<file path="src/rtl/fm_env_pkg.sv">
package fm_env_pkg;
  localparam int LVL_W   = 10;
  localparam int RATE_W  = 5;
  localparam int REL_W   = RATE_W - 1;
  localparam int EFF_W   = RATE_W + 1;
  localparam int INC_W   = 3;
  localparam int SHIFT_W = 4;
  localparam int TLO_W   = 2;
  localparam int SL_W    = 4;
  localparam int TL_W    = 7;
  localparam int KC_W    = 5;
  localparam int KS_W    = 2;
  localparam int EFF_MAX = (1 << EFF_W) - 1;
  localparam int HI_BASE = 48;
  localparam int INC_CAP = 4;

  typedef enum logic [1:0] {
    ST_ATT = 2'd0,
    ST_DEC = 2'd1,
    ST_SUS = 2'd2,
    ST_REL = 2'd3
  } env_state_e;
endpackage

</file>
<file path="src/rtl/fm_env_rate.sv">
module fm_env_rate
  import fm_env_pkg::*;
(
  input  env_state_e              st_i,
  input  logic                    kon_edge_i,
  input  logic [RATE_W-1:0]       atk_rate_i,
  input  logic [RATE_W-1:0]       dec_rate_i,
  input  logic [RATE_W-1:0]       sus_rate_i,
  input  logic [REL_W-1:0]        rel_rate_i,
  input  logic [KS_W-1:0]         ksc_i,
  input  logic [KC_W-1:0]         kcode_i,
  output logic [EFF_W-1:0]        eff_rate_o,
  output logic                    reg_nz_o
);
  localparam int SUM_W = EFF_W + 1;

  env_state_e          sel;
  logic [RATE_W-1:0]   reg_rate;
  logic [KC_W-1:0]     ksv;
  logic [SUM_W-1:0]    raw;

  always_comb begin
    sel = kon_edge_i ? ST_ATT : st_i;
    unique case (sel)
      ST_ATT:  reg_rate = atk_rate_i;
      ST_DEC:  reg_rate = dec_rate_i;
      ST_SUS:  reg_rate = sus_rate_i;
      default: reg_rate = {rel_rate_i, 1'b1};
    endcase
    ksv = kcode_i >> (ksc_i ^ {KS_W{1'b1}});
    raw = {1'b0, reg_rate, 1'b0} + SUM_W'(ksv);
    eff_rate_o = (raw > SUM_W'(EFF_MAX)) ? EFF_W'(EFF_MAX) : raw[EFF_W-1:0];
    reg_nz_o = |reg_rate;
  end
endmodule

</file>
<file path="src/rtl/fm_env_step.sv">
module fm_env_step
  import fm_env_pkg::*;
(
  input  logic [EFF_W-1:0]   eff_rate_i,
  input  logic               reg_nz_i,
  input  logic [SHIFT_W-1:0] shift_i,
  input  logic [TLO_W-1:0]   tmr_lo_i,
  output logic [INC_W-1:0]   inc_o,
  output logic               rate_max_o
);
  localparam int HI_W = EFF_W - 2;
  localparam int S_W  = SHIFT_W + 1;

  logic [S_W-1:0]  s;
  logic            hi_bit;
  logic [HI_W:0]   hi_sum;
  logic [3:0]      row_hit;

  // high-rate pattern, one row per rate[1:0]
  assign row_hit[0] = 1'b0;
  assign row_hit[1] = (tmr_lo_i == 2'd0);
  assign row_hit[2] = ~tmr_lo_i[0];
  assign row_hit[3] = (tmr_lo_i != 2'd3);

  always_comb begin
    s      = S_W'(eff_rate_i[EFF_W-1:2]) + S_W'(shift_i);
    hi_bit = row_hit[eff_rate_i[1:0]];
    hi_sum = (HI_W+1)'(hi_bit) + (HI_W+1)'(eff_rate_i[EFF_W-1:2]) - (HI_W+1)'(11);
    inc_o  = '0;
    if (reg_nz_i) begin
      if (eff_rate_i < EFF_W'(HI_BASE)) begin
        if (s[3:2] == 2'b11) begin
          if (s[1:0] == 2'b00) inc_o = INC_W'(1);
          else inc_o = INC_W'((s[0] & eff_rate_i[1]) | (s[1] & eff_rate_i[0]));
        end
      end else begin
        inc_o = (hi_sum > (HI_W+1)'(INC_CAP)) ? INC_W'(INC_CAP) : hi_sum[INC_W-1:0];
      end
    end
    rate_max_o = &eff_rate_i[EFF_W-1:1];
  end
endmodule

</file>
<file path="src/rtl/fm_env_core.sv">
module fm_env_core
  import fm_env_pkg::*;
(
  input  logic              clk_i,
  input  logic              rst_ni,
  input  logic              tick_i,
  input  logic              key_i,
  input  logic              kon_edge_i,
  input  logic [INC_W-1:0]  inc_i,
  input  logic              rate_max_i,
  input  logic [SL_W-1:0]   sus_lvl_i,
  output logic [LVL_W-1:0]  lvl_o,
  output env_state_e        st_o,
  output logic              kon_q_o
);
  localparam int SW = 16;

  logic [LVL_W-1:0]   lvl_q, nxt_l, add, lin_d;
  env_state_e         st_q, nxt_s;
  logic               kon_q, off;
  logic [SL_W:0]      sl_x;
  logic signed [SW-1:0] inv_s, atk_s;

  always_comb begin
    off   = &lvl_q[LVL_W-1:4];
    sl_x  = (&sus_lvl_i) ? '1 : {1'b0, sus_lvl_i};
    inv_s = $signed({{(SW-LVL_W){1'b1}}, ~lvl_q});
    atk_s = (inv_s <<< inc_i) >>> 5;
    lin_d = (inc_i == '0) ? '0 : (LVL_W'(1) << (inc_i - INC_W'(1)));
    nxt_l = lvl_q;
    nxt_s = st_q;
    add   = '0;
    if (kon_edge_i) begin
      nxt_s = ST_ATT;
      if (rate_max_i) nxt_l = '0;
      else if (st_q == ST_ATT && lvl_q != '0 && inc_i != '0) add = atk_s[LVL_W-1:0];
    end else begin
      unique case (st_q)
        ST_ATT: begin
          if (lvl_q == '0) nxt_s = ST_DEC;
          else if (inc_i != '0 && !rate_max_i) add = atk_s[LVL_W-1:0];
        end
        ST_DEC: begin
          if (!off && lvl_q[LVL_W-1:5] == sl_x) nxt_s = ST_SUS;
          else if (!off) add = lin_d;
        end
        default: if (!off) add = lin_d;
      endcase
      if (!key_i) nxt_s = ST_REL;
    end
    // silence band outside attack
    if (!kon_edge_i && st_q != ST_ATT && off) begin
      nxt_s = ST_REL;
      nxt_l = '1;
    end
    nxt_l = nxt_l + add;
  end

  always_ff @(posedge clk_i or negedge rst_ni) begin
    if (!rst_ni) begin
      lvl_q <= '1;
      st_q  <= ST_REL;
      kon_q <= 1'b0;
    end else if (tick_i) begin
      lvl_q <= nxt_l;
      st_q  <= nxt_s;
      kon_q <= key_i;
    end
  end

  assign lvl_o   = lvl_q;
  assign st_o    = st_q;
  assign kon_q_o = kon_q;
endmodule

</file>
<file path="src/rtl/fm_env_gen.sv">
module fm_env_gen
  import fm_env_pkg::*;
(
  input  logic               clk_i,
  input  logic               rst_ni,
  input  logic               tick_i,
  input  logic               key_i,
  input  logic [RATE_W-1:0]  atk_rate_i,
  input  logic [RATE_W-1:0]  dec_rate_i,
  input  logic [RATE_W-1:0]  sus_rate_i,
  input  logic [REL_W-1:0]   rel_rate_i,
  input  logic [SL_W-1:0]    sus_lvl_i,
  input  logic [TL_W-1:0]    tl_i,
  input  logic [KS_W-1:0]    ksc_i,
  input  logic [KC_W-1:0]    kcode_i,
  input  logic [SHIFT_W-1:0] shift_i,
  input  logic [TLO_W-1:0]   tmr_lo_i,
  output logic [LVL_W-1:0]   atten_o
);
  localparam int TLS = 3;

  logic [LVL_W-1:0] lvl_w;
  env_state_e       st_w;
  logic             kon_q_w, kon_edge_w, reg_nz_w, rate_max_w;
  logic [EFF_W-1:0] eff_rate_w;
  logic [INC_W-1:0] inc_w;
  logic [LVL_W:0]   full_w;

  assign kon_edge_w = key_i & ~kon_q_w;

  fm_env_rate u_rate (
    .st_i(st_w), .kon_edge_i(kon_edge_w),
    .atk_rate_i(atk_rate_i), .dec_rate_i(dec_rate_i),
    .sus_rate_i(sus_rate_i), .rel_rate_i(rel_rate_i),
    .ksc_i(ksc_i), .kcode_i(kcode_i),
    .eff_rate_o(eff_rate_w), .reg_nz_o(reg_nz_w)
  );

  fm_env_step u_step (
    .eff_rate_i(eff_rate_w), .reg_nz_i(reg_nz_w),
    .shift_i(shift_i), .tmr_lo_i(tmr_lo_i),
    .inc_o(inc_w), .rate_max_o(rate_max_w)
  );

  fm_env_core u_core (
    .clk_i(clk_i), .rst_ni(rst_ni), .tick_i(tick_i), .key_i(key_i),
    .kon_edge_i(kon_edge_w), .inc_i(inc_w), .rate_max_i(rate_max_w),
    .sus_lvl_i(sus_lvl_i), .lvl_o(lvl_w), .st_o(st_w), .kon_q_o(kon_q_w)
  );

  assign full_w  = {1'b0, lvl_w} + {1'b0, tl_i, {TLS{1'b0}}};
  assign atten_o = full_w[LVL_W] ? '1 : full_w[LVL_W-1:0];
endmodule

</file>
<file path="config.mk">
export PLATFORM = sky130hd
export DESIGN_NAME = fm_env_gen
export DESIGN_NICKNAME = d
export VERILOG_FILES = /design/src/rtl/fm_env_pkg.sv /design/src/rtl/fm_env_rate.sv /design/src/rtl/fm_env_step.sv /design/src/rtl/fm_env_core.sv /design/src/rtl/fm_env_gen.sv
export SDC_FILE = /design/constraint.sdc
export NUM_CORES = 1
export LEC_CHECK = 0
export BUFFER_PORTS_ARGS = -buffer_cell sky130_fd_sc_hd__buf_2
export CORE_MARGIN = 4
export CORE_UTILIZATION = 30
export CTS_CLUSTER_DIAMETER = 120
export DETAILED_ROUTE_END_ITERATION = 10
export PLACE_DENSITY = 0.61
export SYNTH_ARGS = -nofsm -noshare
export SYNTH_HDL_FRONTEND = slang
export SYNTH_SLANG_ARGS = --single-unit
</file>
<file path="constraint.sdc">
create_clock -name clk_i -period 9.3 [get_ports clk_i]
set_input_delay 0.465 -clock clk_i [delete_from_list [all_inputs] [get_ports clk_i]]
set_output_delay 0.465 -clock clk_i [all_outputs]
set_load 0.01 [all_outputs]
</file>
# --- Word-level counts from Yosys, hierarchy flattened ---
# Cells that the tools add are included.
totals:
  register_bits: 13
  in_bits: 47
  output_inout_bits: 10
  word_cells: 87
op_classes:
  add_sub_neg: 7
  order_cmp: 4
  n_eq_ne: 9
  shifts: 3
  n_mux: 30
  n_bitwise: 8
  n_reduce_logical: 23
op_table:
  columns: ["cell", "n"]
  rows:
  - ["10-bit two-way mux", 12]
  - ["10-bit case mux with 2 select lines", 1]
  - ["3-bit two-way mux", 5]
  - ["5-bit case mux with 3 select lines", 1]
  - ["11-bit by 3-bit <<< shifter with 15-bit output", 1]
  - ["2-bit two-way mux", 6]
  - ["10-bit by 10-bit adder with 11-bit output", 1]
  - ["10-bit adder", 1]
  - ["10-bit zero test", 1]
  - ["10-bit inverter", 1]
  - ["10-bit nonzero test", 1]
  - ["1-bit by 3-bit << shifter with 10-bit output (first input constant)", 1]
  - ["2-bit zero test", 4]
  - ["4-bit AND reduction", 2]
  - ["6-bit by 5-bit adder with 7-bit output", 1]
  - ["7-bit by 6-bit > comparator with 1-bit output (second input constant)", 1]
  - ["1-bit logical AND", 6]
  - ["6-bit less-than comparator (second input constant)", 1]
  - ["6-bit two-way mux", 1]
  - ["6-bit AND reduction", 1]
  - ["1-bit by 4-bit adder with 5-bit output", 1]
  - ["5-bit equality test", 1]
  - ["5-bit by 3-bit > comparator with 1-bit output (second input constant)", 1]
  - ["5-bit two-way mux", 1]
  - ["24 further kinds", 31]

# --- Depth between registers and ports, before layout ---
# Gate-level depths: netlist of the first run.
depth:
  ltp_word: 24
  depth_mapped: 33
  mapped_depth_nobuf: 30

# --- By module ---
# From an unflattened synthesis of the first run, not the netlist that was laid out.
unflattened:
  cells_unflattened: 330
  hier_area_um2: 2688.8
modules_own_cells:
  columns: ["module", "instances", "cells_each", "area_per_inst_um2", "seq_area_each_um2"]
  rows:
  - ["fm_env_core", 1, 183, 1561.5, 340.3]
  - ["fm_env_rate", 1, 71, 526.8, 0.0]
  - ["fm_env_gen", 1, 49, 387.9, 0.0]
  - ["fm_env_step", 1, 27, 212.7, 0.0]

# --- Least setup slack after synthesis of the first run ---
# OpenSTA, ideal clock, no wires.
synth_path:
  kind: "input -> register"
  start: "in ksc_i[1]"
  end: "reg u_core.lvl_q[8] (netlist: u_core.lvl_o[8])"
  setup_ns: 0.082
  arrival_ns: 5.874
  required_time_ns: 9.218
  slack_ns: 3.344
  stages: 32
  path_buffers: 2
  cell_sequence: "clkbuf_1 > mux2_2 > nand2_1 > o21a_1 > inv_1 > ha_1 > a211oi_1 > o21ai_0 > nand2_1 > o21ai_0 > a221oi_1 > ha_1 > inv_1 > ha_1 > nor2b_1 > and3_1 > buf_6 > mux2_1 > a311oi_1 > o211a_1 > ha_1 > inv_1 > fa_1 > nor2b_1 > o21ai_0 > a21boi_0 > o21ai_0 > nand2b_1 > a21o_1 > a21oi_1 > xnor2_1 > mux2_2"
synth_between:
  elab_chain_cells: 21
  elab_cells_between_ends: 44
  classes_between: "add/sub: 6; order compare: 3; eq/ne: 1; shift: 3; mux: 20; bitwise: 4; reduce/logical: 7"
synth_rtl:
  columns: ["element", "line", "source"]
  rows:
  - ["start: declaration", "fm_env_gen.sv:14", "input logic [KS_W-1:0] ksc_i,"]
  - ["2-bit inverter (no source line) (*)", null, null]
  - ["5-bit by 2-bit right shift with 5-bit output (*)", "fm_env_rate.sv:30", "ksv = kcode_i >> (ksc_i ^ {KS_W{1'b1}});"]
  - ["6-bit by 5-bit adder with 7-bit output (*)", "fm_env_rate.sv:31", "raw = {1'b0, reg_rate, 1'b0} + SUM_W'(ksv);"]
  - ["7-bit by 6-bit > comparator with 1-bit output", "fm_env_rate.sv:32", "eff_rate_o = (raw > SUM_W'(EFF_MAX)) ? EFF_W'(EFF_MAX) : raw[EFF_W-1:0];"]
  - ["6-bit two-way mux (*)", "fm_env_rate.sv:32", null]
  - ["1-bit binary-select mux with 2-bit select", "fm_env_step.sv:27", "hi_bit = row_hit[eff_rate_i[1:0]];"]
  - ["1-bit two-way mux (not written as such)", "fm_env_step.sv:27", null]
  - ["1-bit by 4-bit adder with 5-bit output", "fm_env_step.sv:28", "hi_sum = (HI_W+1)'(hi_bit) + (HI_W+1)'(eff_rate_i[EFF_W-1:2]) - (HI_W+1)'(11);"]
  - ["[... 5 more ...]", null, null]
  - ["3-bit by 1-bit subtractor with 3-bit output", "fm_env_core.sv:29", "lin_d = (inc_i == '0) ? '0 : (LVL_W'(1) << (inc_i - INC_W'(1)));"]
  - ["1-bit by 3-bit << shifter with 10-bit output", "fm_env_core.sv:29", null]
  - ["10-bit two-way mux", "fm_env_core.sv:29", null]
  - ["10-bit two-way mux", "fm_env_core.sv:45, fm_env_core.sv:47", null]
  - ["10-bit two-way mux", "fm_env_core.sv:44", "if (!off && lvl_q[LVL_W-1:5] == sl_x) nxt_s = ST_SUS;"]
  - ["10-bit case mux with 2 select lines", "fm_env_core.sv:38", "unique case (st_q)"]
  - ["10-bit two-way mux", "fm_env_core.sv:33", "if (kon_edge_i) begin"]
  - ["10-bit adder (*)", "fm_env_core.sv:56", "nxt_l = nxt_l + add;"]
  - ["end signal: assignment", "fm_env_core.sv:65", "lvl_q <= nxt_l;"]
  - ["end: declaration", "fm_env_core.sv:18", "logic [LVL_W-1:0] lvl_q, nxt_l, add, lin_d;"]
# Mark *: on every way between the ends. The rest lies on a longest branch, timed or not. The select of a mux whose other input is x is not followed.
# A chain may end at the register's enable or synchronous reset.

# --- Worst setup path after layout of the first run ---
layout_path:
  start: "reg u_core.kon_q (netlist: u_core.kon_q_o)"
  end: "reg u_core.lvl_q[8] (netlist: u_core.lvl_o[8])"
layout_between:
  elab_chain_cells: 24
  elab_cells_between_ends: 53
  classes_between: "add/sub: 6; order compare: 3; eq/ne: 3; shift: 2; mux: 22; bitwise: 5; reduce/logical: 12"
layout_rtl:
  columns: ["element", "line", "source"]
  rows:
  - ["start: declaration", "fm_env_core.sv:20", "logic kon_q, off;"]
  - ["start signal: assignment", "fm_env_core.sv:67", "kon_q <= key_i;"]
  - ["1-bit inverter (*)", "fm_env_gen.sv:29", "assign kon_edge_w = key_i & ~kon_q_w;"]
  - ["1-bit bitwise AND (*)", "fm_env_gen.sv:29", null]
  - ["2-bit two-way mux", "fm_env_rate.sv:23", "sel = kon_edge_i ? ST_ATT : st_i;"]
  - ["2-bit equality test, or another cell as far along", "fm_env_rate.sv:24", "unique case (sel)"]
  - ["5-bit case mux with 3 select lines", "fm_env_rate.sv:24", null]
  - ["6-bit by 5-bit adder with 7-bit output", "fm_env_rate.sv:31", null]
  - ["7-bit by 6-bit > comparator with 1-bit output", "fm_env_rate.sv:32", null]
  - ["6-bit two-way mux", "fm_env_rate.sv:32", null]
  - ["[... 8 more ...]", null, null]
  - ["3-bit by 1-bit subtractor with 3-bit output", "fm_env_core.sv:29", null]
  - ["1-bit by 3-bit << shifter with 10-bit output", "fm_env_core.sv:29", null]
  - ["10-bit two-way mux", "fm_env_core.sv:29", null]
  - ["10-bit two-way mux", "fm_env_core.sv:45, fm_env_core.sv:47", null]
  - ["10-bit two-way mux", "fm_env_core.sv:44", null]
  - ["10-bit case mux with 2 select lines", "fm_env_core.sv:38", null]
  - ["10-bit two-way mux", "fm_env_core.sv:33", null]
  - ["10-bit adder (*)", "fm_env_core.sv:56", null]
# Marks and branches as above.

==> impl_results.md, run 1 <==
* Outcome: completed
* Initial drt markers at 133
* CTS Sinks at 13
* Setup Viol. Count Final at 0
* PwrDens at 326 mW/mm2
* Ranking of synthesized cells by area: dfstp_2, ha_1, mux2i_1
* Arrival time worst endpoint at 6.85 ns
* CTS H-tree lvls at 1
* Final Wtd Congestion at around 0.9
* Setup Fix Bufs, Post-CTS at 0
* Num CTS Buffers at 3
* Initial DRT Pass Iterations at 4
* Pin count of the biggest net entering global routing at 26
* Endpoint class of the critical path: flip-flop
* PostCTS Resize Cnt at 0
* Syn. warnings at 0
* IO Count at 57
* Port Buffers at 56
* Diodes inserted at 0
* CTS tree: done
* EDFF count, synth at 0
* Final TNS setup at 0 ns
* Via Count at ~2,700
* Clock skew at 0.000568 ns
* Worst path required time at 9.47 ns
* Crit Path Max Fanout at 18
* Min Tclk post-route at 6.68 ns
* Rel. slew slack at between 40% and 50%
* Netlist cell types at 61
* Top cells by count, synth: nand2_1, ha_1, nor2_1
* DR vias/cell at between 5 and 6
* Layout cells sized above 1 at 23.6%
* DIE HEIGHT at 102 um
* Slew Limit Fails at 0
* Most numerous cell in the Yosys netlist: nand2_1
* Final Hold Violating Endpoints at 0
* DIE AREA at 0.0105 mm2
* Tcrit/Tclk final at 71.8%
* DPL Wire Length at between 5 and 6 mm
* Vias in the first global route at 2,675
* Clock slew at reported path FFs at approximately 0.06 ns
* Synthesis-to-layout area growth at 13.9%
* Asr flop ratio synth at between 90% and 100%
* Post-Syn Instances at roughly 350
* Post-CTS Hold Buffers at 0
* Grt ovf at 0
* Static Leak at 1.43 nW
* Synth Net Count at 423
* First-pass GRT wire length at 12.1 mm
* Cell Area, Synth at ~0.0027 mm2
* Worst skew pair latency at 0.24 ns
* Initial antenna violation count at 0
* Startpoint types: flip-flop
* Top FF cell, synth: dfstp_2
* Biggest cell delay along the critical path at approximately 0.56 ns
* Chip width at 102 um
* Crit Path Class: reg -> reg
* Unrepaired setup endpoints after global routing: no
* Leading area contributor after synthesis: dfstp_2
* WHS at 0.106 ns
* Fmax at 150 MHz
* Hold Path Class: in -> async
* Slowest CP cell: nand2b_1
* Root Buffer: clkbuf_8
* Final nets at 467
* DRC Markers at 0
* Wire per inst at 14.4 um
* Worst-margin pin slew at 0.833 ns
* Top cell type's share of synthesized area at a little under an eighth
* VDD IR max at 0.000156 V
* Max Cap Viol at 0
* GRT Overall Usage at 13.9%
* Antenna Nets Post-Route at 0
* Core Region at 0.00868 mm2
* Fill cells at between 900 and 1,000
* Initial core utilization at 30.8%
* Num rows at 34
* Sequential-to-total area share from yosys stat at 12.7%
* FF+latch count, synth at 13
* Max clock buf depth at 2
* Avg Cell Area, Syn at just under 8 um2
* Final wirelength at 7.19 mm
-- worst paths after layout --
path | start | endpoint | slack [ns] | cells after the start
hold / removal | rst_ni | u_core.kon_q_o | 0.11 | 1
setup / recovery | u_core.kon_q_o | u_core.lvl_o[8] | 2.62 | 29
max in group asynchronous | rst_ni | u_core.st_o[1] | 8.92 | 1
min in group clk_i | u_core.lvl_o[1] | u_core.lvl_o[1] | 0.53 | 2
hold reg to reg | u_core.lvl_o[1] | u_core.lvl_o[1] | 0.53 | 2
setup reg to reg | u_core.kon_q_o | u_core.lvl_o[8] | 2.62 | 29
-- area by class of cell --
cell class                 instances  area (um2)  area share (%)
timing repair buffer              56         280            9.20
clock inverter                     1        5.00           0.164
sequential                        13         340            11.2
multi-input combinational        295        2160            71.0
inverter                          22        82.6            2.71
tap                              108         135            4.43
clock buffer                       3        41.3            1.35
-- flip-flops by register name, indices dropped and copies added (netlist names) --
register        count
u_core.kon_q_o      1
u_core.lvl_o       10
u_core.st_o         2
-- critical path, delay by kind of cell, from the launching register on --
kind,cells,cell delay [ns]
and+or+nand+nor,6,1.57
AOI/OAI and AO/OA,13,2.43
DFF,1,0.43
adders and majority gates,5,1.33
buffers and inverters,2,0.10
muxes,2,0.62
xor gates and xnor gates,1,0.14
-- per-layer routing --
layer  up-vias  part of all wire, %  track usage (%)  wire, um
met2        55                   49             25.1      3510
met1      1260                   45             17.9      3270
met4         0                 0.74             1.31        53
li1       1347                    -                -         -
met5         -                    0                0         0
met3         6                  5.0             2.32       362
-- power breakdown --
part	switching (mW)	total, mW	internal, mW
clock	0.0205	0.0501	0.0296
combinational	0.423	0.774	0.351
sequential	0.0669	0.169	0.102
-- through the flow --
step / utilization (%) / instances / setup slack (ns) / total power, mW / cell area (um2)
final: 35.1 / 498 / 2.62 / 0.993 / 3050
after global routing: 35.1 / 498 / 1.84 / 1.11 / 3050
after CTS: 35.1 / 498 / 2.59 / 0.998 / 3050
after detailed placement: 34.6 / 494 / 2.54 / 0.942 / 3000
after global placement: 34.6 / 494 / 2.63 / 0.930 / 3000
after floorplan: - / 347 / 3.34 / 0.756 / 2680
-- cell usage in the layout, fill, tap and decap left out, drive strengths merged, types with 5 or more instances in the layout --
cell	synthesis	final
nor2b	9	9
inv	22	22
nand4	5	5
nor3	6	6
xnor2	13	13
a21o	16	16
mux2	11	11
nor4	5	5
ha	25	25
and2	8	8
buf	8	56
nand3	9	9
nand2	36	36
mux2i	19	19
nand2b	7	7
xor2	6	6
a211oi	5	5
a21oi	18	18
a31oi	9	9
dfstp	12	12
o21ai	16	16
nor2	25	25
-- kinds of logic after synthesis --
logic type	Yosys count	share of synthesized area [%]
AND/OR/NAND/NOR	122	22.6
AO/OA/AOI/OAI	95	25.4
buffers and inverters	39	6.41
multiplexers	30	11.9
adder cells (fa/ha/maj)	29	14.7
XOR/XNOR	19	6.22
flip-flops	13	12.7
Note: power is estimated with default switching activity, not from simulation.
==> run 2: changes to the inputs <==
- ABC_AREA: unset -> 1
- clock period: 9.3 -> 6.9 ns (I/O delays scaled with it)
==> impl_results.md, run 2 <==
* Outcome: completed (unchanged)
* Port Buffers at 56 (unchanged)
* Post-Syn Instances at 458 (was 347)
* GRT Overall Usage at 13.8% (was 13.9%)
* Cell Area, Synth at 0.00281 mm2 (was 0.00268 mm2)
* Via Count at 3,073 (was 2,668)
* Slew Limit Fails at 0 (unchanged)
* DIE HEIGHT at 105 um (was 102 um)
* CTS tree: done (unchanged)
* Post-CTS Hold Buffers at 1 (was 0)
* VDD IR max at 0.000203 V (was 0.000156 V)
* Vias in the first global route at 2,945 (was 2,675)
* DPL Wire Length at 6.45 mm (was 5.85 mm)
* DRC Markers at 0 (unchanged)
* Asr flop ratio synth at 100% (unchanged)
* Diodes inserted at 0 (unchanged)
* Initial drt markers at 204 (was 133)
* Most numerous cell in the Yosys netlist: nand2_1 (unchanged)
* R2r startpoint: u_core.st_o[1] (was u_core.kon_q_o)
* Post-Place Cell Area at 0.00317 mm2 (was 0.00300 mm2)
* Final TNS setup at 0 ns (unchanged)
* EDFF count, synth at 0 (unchanged)
* Startpoint types: flip-flop (unchanged)
* Top cell type's share of synthesized area at 14.7% (was 11.8%)
* Synth Net Count at 534 (was 423)
* Leading area contributor after synthesis: nand2_1 (was dfstp_2)
* Unrepaired setup endpoints after global routing: no (unchanged)
* Biggest cell delay along the critical path at 0.68 ns (was 0.56 ns)
* Clock skew at 0.00856 ns (was 0.000568 ns)
* Clock slew at reported path FFs at 0.06 ns (about the same)
* DR vias/cell at 4.96 (was 5.36)
* Most frequent CP cell: nand2_1
* Final nets at 586 (was 467)
* Setup Fix Bufs, Post-CTS at 0 (unchanged)
* Synthesis-to-layout area growth at 14.5% (was 13.9%)
* Hold_sp: key_i
* FF+latch count, synth at 13 (unchanged)
* Final Hold Violating Endpoints at 0 (unchanged)
* Pin count of the biggest net entering global routing at 17 (was 26)
* Most common cell after layout, fill and taps aside: nand2_1 (was buf_2)
* Crit Path Class: reg -> reg (unchanged)
* PwrDens at 433 mW/mm2 (was 326 mW/mm2)
* First-pass GRT wire length at 13.1 mm (was 12.1 mm)
* Root Buffer: clkbuf_8 (unchanged)
* CTS H-tree lvls at 1 (unchanged)
* Most frequent cells in the layout: nand2_1, inv_1, buf_2, nand3_1, nor2_1 (was buf_2, nand2_1, ha_1, nor2_1, inv_1)
* Antenna Nets Post-Route at 0 (unchanged)
* Crit Path Max Fanout at 14 (was 18)
* Num CTS Buffers at 3 (unchanged)
* R2R depth at 39 (was 29)
* Wire per inst at 12.0 um (was 14.4 um)
* Tcrit/Tclk final at 89.2% (was 71.8%)
* Ranking of synthesized cells by area: nand2_1, dfstp_2, ha_1 (was dfstp_2, ha_1, mux2i_1)
* CTS Sinks at 13 (unchanged)
* Max reg flops at 10 (unchanged)
* Hold Path Stages at 3
* Max clock buf depth at 2 (unchanged)
* Final wirelength at 7.46 mm (was 7.19 mm)
* Num rows at 35 (was 34)
* Initial antenna violation count at 0 (unchanged)
* Initial core utilization at 30.6% (was 30.8%)
* Static Leak at 1.82 nW (was 1.43 nW)
* Avg Cell Area, Syn at 6.14 um2 (was 7.71 um2)
* IO Count at 57 (unchanged)
* Crit Reg-Reg Endpoint: u_core.lvl_o[8] (unchanged)
* Chip width at 105 um (was 102 um)
* Arrival time worst endpoint at 6.32 ns (was 6.85 ns)
* Worst path required time at 7.07 ns (was 9.47 ns)
* Min Tclk post-route at 6.15 ns (was 6.68 ns)
* Hold Path Class: in -> reg (was in -> async)
* Fmax at 163 MHz (was 150 MHz)
* Worst R2R Setup Slack at 0.75 ns (was 2.62 ns)
* Min-Delay Endpoint: u_core.kon_q_o
* Netlist cell types at 45 (was 61)
* DIE AREA at 0.0110 mm2 (was 0.0105 mm2)
* Sequential-to-total area share from yosys stat at 12.1% (was 12.7%)
* Tot Pwr at 1.39 mW (was 0.993 mW)
* Setup Viol. Count Final at 0 (unchanged)
* Grt ovf at 0 (unchanged)
* Worst skew pair latency at 0.25 ns (was 0.24 ns)
* Final Wtd Congestion at 0.876 (was 0.880)
* Top cells by count, synth: nand2_1, inv_1, nand3_1 (was nand2_1, ha_1, nor2_1)
* Initial DRT Pass Iterations at 5 (was 4)
* Rel. slew slack at 58.9% (was 44.4%)
* PostCTS Resize Cnt at 0 (unchanged)
* Top FF cell, synth: dfstp_2 (unchanged)
* Worst-margin pin slew at 0.617 ns (was 0.833 ns)
* Max Cap Viol at 0 (unchanged)
* Design area at 0.00322 mm2 (was 0.00305 mm2)
* Endpoint class of the critical path: flip-flop (unchanged)
* Syn. warnings at 0 (unchanged)
* Layout cells sized above 1 at 21.6% (was 23.6%)
* Slowest CP cell: dfstp_2 (was nand2b_1)
* Core Region at 0.00920 mm2 (was 0.00868 mm2)
==> run 2: changes by cell type in the layout (fill, tap and decap cells not counted), moves of 9 or more <==
cell / before / now
a21o_1: 16 / 0
inv_1: 22 / 72
mux2_2: 9 / 0
mux2i_1: 19 / 0
nand2_1: 36 / 110
nand3_1: 9 / 51
nor2b_1: 9 / 0
o21ai_0: 16 / 26
xnor2_1: 13 / 1
==> run 2: worst max path at each step <==
| stage | from | end | slack (ns) |
|---|---|---|---|
| 2_1_floorplan | u_core.st_o[0] | u_core.lvl_o[8] | 1.48 |
| 3_3_place_gp | u_core.st_o[1] | u_core.lvl_o[8] | 0.95 |
| 3_5_place_dp | u_core.st_o[1] | u_core.lvl_o[8] | 0.81 |
| 4_1_cts | u_core.st_o[1] | u_core.lvl_o[8] | 0.77 |
| 5_1_grt | u_core.st_o[1] | u_core.lvl_o[8] | 0.17 |
| 6_report | u_core.st_o[1] | u_core.lvl_o[8] | 0.75 |
==> run 2: stage by stage <==
step / hold WS, ns / cells / utilization (%) / setup WS, ns
after global placement: 0.242 / 615 / 34.4 / 0.947
after CTS: 0.378 / 620 / 35.0 / 0.766
after floorplan: 0.0494 / 458 / - / 1.48
after global routing: 0.415 / 620 / 35.0 / 0.172
final: 0.372 / 620 / 35.0 / 0.747
after detailed placement: 0.254 / 615 / 34.4 / 0.807
==> run 2: metal layers <==
| metal | vias to the layer above | part of all wire [%] | track usage, % |
|---|---|---|---|
| met5 | - | 0 | 0 |
| li1 | 1609 | - | - |
| met1 | 1382 | 48 | 18.9 |
| met4 | 0 | 0.51 | 1.69 |
| met3 | 5 | 5.0 | 1.42 |
| met2 | 77 | 46 | 24.1 |
==> run 2: kinds of logic (layout without fill, tap and decap cells) <==
kind of cell             count (synthesis)  in the layout  share of synthesized area [%]
buffers and inverters                   89            140                           13.2
AND/OR/NAND/NOR                        243            243                           42.3
flip-flops                              13             13                           12.1
AO/OA/AOI/OAI                           71             71                           14.3
XOR/XNOR                                13             13                           4.05
adder cells (fa/ha/maj)                 29             29                           14.0
==> run 2: area by class of cell <==
class	count	area (um2)
clock inverter	1	5.00
sequential	13	340
clock buffer	3	41.3
multi-input combinational	356	2100
timing repair buffer	57	290
fill	1036	5970
inverter	79	305
tap	111	139
==> run 2: where the power goes <==
| part | switching (mW) | internal, mW | total [mW] | leakage (nW) |
|---|---|---|---|---|
| combinational | 0.715 | 0.419 | 1.13 | 1.66 |
| clock | 0.0289 | 0.0399 | 0.0688 | 0.0255 |
| sequential | 0.0610 | 0.130 | 0.191 | 0.138 |
| total | 0.805 | 0.589 | 1.39 | 1.82 |
==> run 2: critical path, delay by kind of cell (launching register included) <==
family / cells / cell delay [ns]
AO/OA/AOI/OAI: 6 / 0.68
AND/OR/NAND/NOR: 22 / 2.63
buffers and inverters: 5 / 0.42
flip-flops: 1 / 0.68
adder cells (fa/ha/maj): 5 / 1.53
XOR/XNOR: 1 / 0.14
==> run 3: changes to the inputs <==
- ABC_AREA: 1 -> unset
- BUFFER_PORTS_ARGS: -buffer_cell sky130_fd_sc_hd__buf_2 -> unset
- DONT_BUFFER_PORTS: unset -> 1
- PLACE_DENSITY: 0.61 -> 0.56
==> impl_results.md, run 3 (synthesized netlist as in run 1, its figures left out) <==
* Outcome: completed (unchanged)
* Worst path required time at 7.07 ns (about the same)
* Final TNS setup at 0 ns (unchanged)
* Layout cells sized above 1 at 13.0% (was 21.6%)
* Slew Limit Fails at 0 (unchanged)
* Wire per inst at 15.6 um (was 12.0 um)
* Most common cell after layout, fill and taps aside: nand2_1 (unchanged)
* Worst skew pair latency at 0.24 ns (was 0.25 ns)
* Crit Path Class: reg -> reg (unchanged)
* Num CTS Buffers at 3 (unchanged)
* Static Leak at 1.23 nW (was 1.82 nW)
* Pin count of the biggest net entering global routing at 26 (was 17)
* Clock slew at reported path FFs at 0.06 ns (about the same)
* Num rows at 34 (was 35)
* Final Hold Violating Endpoints at 0 (unchanged)
* Worst-margin pin slew at 0.729 ns (was 0.617 ns)
* Core Region at 0.00868 mm2 (was 0.00920 mm2)
* Grt ovf at 0 (unchanged)
* DIE AREA at 0.0105 mm2 (was 0.0110 mm2)
* Min Tclk post-route at 6.26 ns (was 6.15 ns)
* Diodes inserted at 0 (unchanged)
* Tcrit/Tclk final at 90.7% (was 89.2%)
* DR vias/cell at 5.53 (was 4.96)
* Final nets at 415 (was 586)
* GRT Overall Usage at 13.1% (was 13.8%)
* Crit path buffers/inverters at 2 (was 5)
* Final wirelength at 6.96 mm (was 7.46 mm)
* Final Wtd Congestion at 0.939 (was 0.876)
* Rel. slew slack at 51.4% (was 58.9%)
* Chip width at 102 um (was 105 um)
* First-pass GRT wire length at 11.5 mm (was 13.1 mm)
* Antenna Nets Post-Route at 0 (unchanged)
* Synthesis-to-layout area growth at 5.89% (was 14.5%)
* Fill cells at 943 (was 1,036)
* Unrepaired setup endpoints after global routing: no (unchanged)
* Endpoint class of the critical path: flip-flop (unchanged)
* Setup Viol. Count Final at 0 (unchanged)
* Biggest cell delay along the critical path at 0.71 ns (was 0.68 ns)
* Most frequent cells in the layout: nand2_1, ha_1, nor2_1, inv_1, mux2i_1 (was nand2_1, inv_1, buf_2, nand3_1, nor2_1)
* Pre-CTS setup slack at 0.306 ns (was 0.807 ns)
* Crit Path Max Fanout at 14 (unchanged)
* CTS H-tree lvls at 1 (unchanged)
* Initial core utilization at 30.8% (was 30.6%)
* VDD IR max at 0.000223 V (was 0.000203 V)
* IO Count at 57 (unchanged)
* Port Buffers at 0 (was 56)
* Delay-heaviest family, CP: compound AO/OA/AOI/OAI gates (was simple AND/OR/NAND/NOR gates)
* DIE HEIGHT at 102 um (was 105 um)
* Max clock buf depth at 2 (unchanged)
* PwrDens at 459 mW/mm2 (was 433 mW/mm2)
* Initial antenna violation count at 0 (unchanged)
* CTS Sinks at 13 (unchanged)
* Initial drt markers at 123 (was 204)
* Vias in the first global route at 2,450 (was 2,945)
* Root Buffer: clkbuf_8 (unchanged)
* Max reg flops at 10 (unchanged)
* Fmax at 160 MHz (was 163 MHz)
* Arrival time worst endpoint at 6.43 ns (was 6.32 ns)
* DPL Wire Length at 5.67 mm (was 6.45 mm)
* Startpoint types: flip-flop (unchanged)
* DRC Markers at 0 (unchanged)
* Clock skew at 0.000716 ns (was 0.00856 ns)
* Slowest CP cell: dfstp_4 (was dfstp_2)
* Final setup margin at 0.645 ns (was 0.747 ns)
* Initial DRT Pass Iterations at 4 (was 5)
* Hold Path Class: in -> reg (unchanged)
* CTS tree: done (unchanged)
* Via Count at 2,468 (was 3,073)
* Max Cap Viol at 0 (unchanged)
## run 3: cell count changes in the layout (fill, tap and decap cells not counted), sizes merged, moves of 8 or more
cell,before,now
and2,0,8
nand2,125,36
a21o,0,16
nor2b,0,9
nor2,33,25
inv,77,22
mux2,0,11
buf,56,3
o21ai,30,16
nand3,57,9
nand4,13,5
xnor2,1,13
mux2i,0,19
## run 3: cell type report
type	instances	area [um2]	area share [%]
tap	108	135	4.77
clock buffer	4	45.0	1.59
inverter	22	82.6	2.92
sequential	13	344	12.1
timing repair buffer	4	32.5	1.15
multi-input combinational	295	2190	77.4
## run 3: per-layer routing
| layer | track usage [%] | share of wire, % | up-vias |
|---|---|---|---|
| met4 | 1.92 | 0.79 | 0 |
| li1 | - | - | 1245 |
| met3 | 1.77 | 6.1 | 6 |
| met1 | 17.8 | 46 | 1144 |
| met2 | 22.6 | 47 | 73 |
| met5 | 0 | 0 | - |
## run 3: path summary, 6_finish.rpt
path	cells after the start	startpoint	end	slack [ns]
worst max-delay path	29	u_core.st_o[0]	u_core.lvl_o[8]	0.64
worst min-delay path	1	tick_i	u_core.lvl_o[1]	0.16
min in group asynchronous	1	rst_ni	u_core.kon_q_o	0.56
max in group asynchronous	1	rst_ni	u_core.kon_q_o	5.93
worst min register to register	2	u_core.lvl_o[1]	u_core.lvl_o[1]	0.58
worst max register to register	29	u_core.st_o[0]	u_core.lvl_o[8]	0.64
## run 3: metrics by stage
stage | instances | hold slack [ns] | util [%] | instance area (um2) | total power [mW]
after global routing | 446 | 0.151 | 32.6 | 2830 | 1.44
after CTS | 444 | 0.158 | 32.1 | 2780 | 1.28
after floorplan | 347 | 0.0494 | - | 2680 | 1.02
final | 446 | 0.159 | 32.6 | 2830 | 1.30
after detailed placement | 439 | 0.0501 | 31.4 | 2730 | 1.20
after global placement | 439 | 0.0501 | 31.4 | 2730 | 1.19
## run 3: report_power, final
group          switching, mW  internal (mW)  leakage, nW
clock network         0.0289         0.0408       0.0228
logic                  0.564          0.448         1.07
registers             0.0811          0.138        0.138
total                  0.674          0.627         1.23
## run 3: what timing repair did
item	in CTS	in global routing
endpoints found under the hold margin	13	0
gates resized for setup	0	9
hold buffers	1	0
setup buffers	0	2
endpoints found under the setup margin	0	3
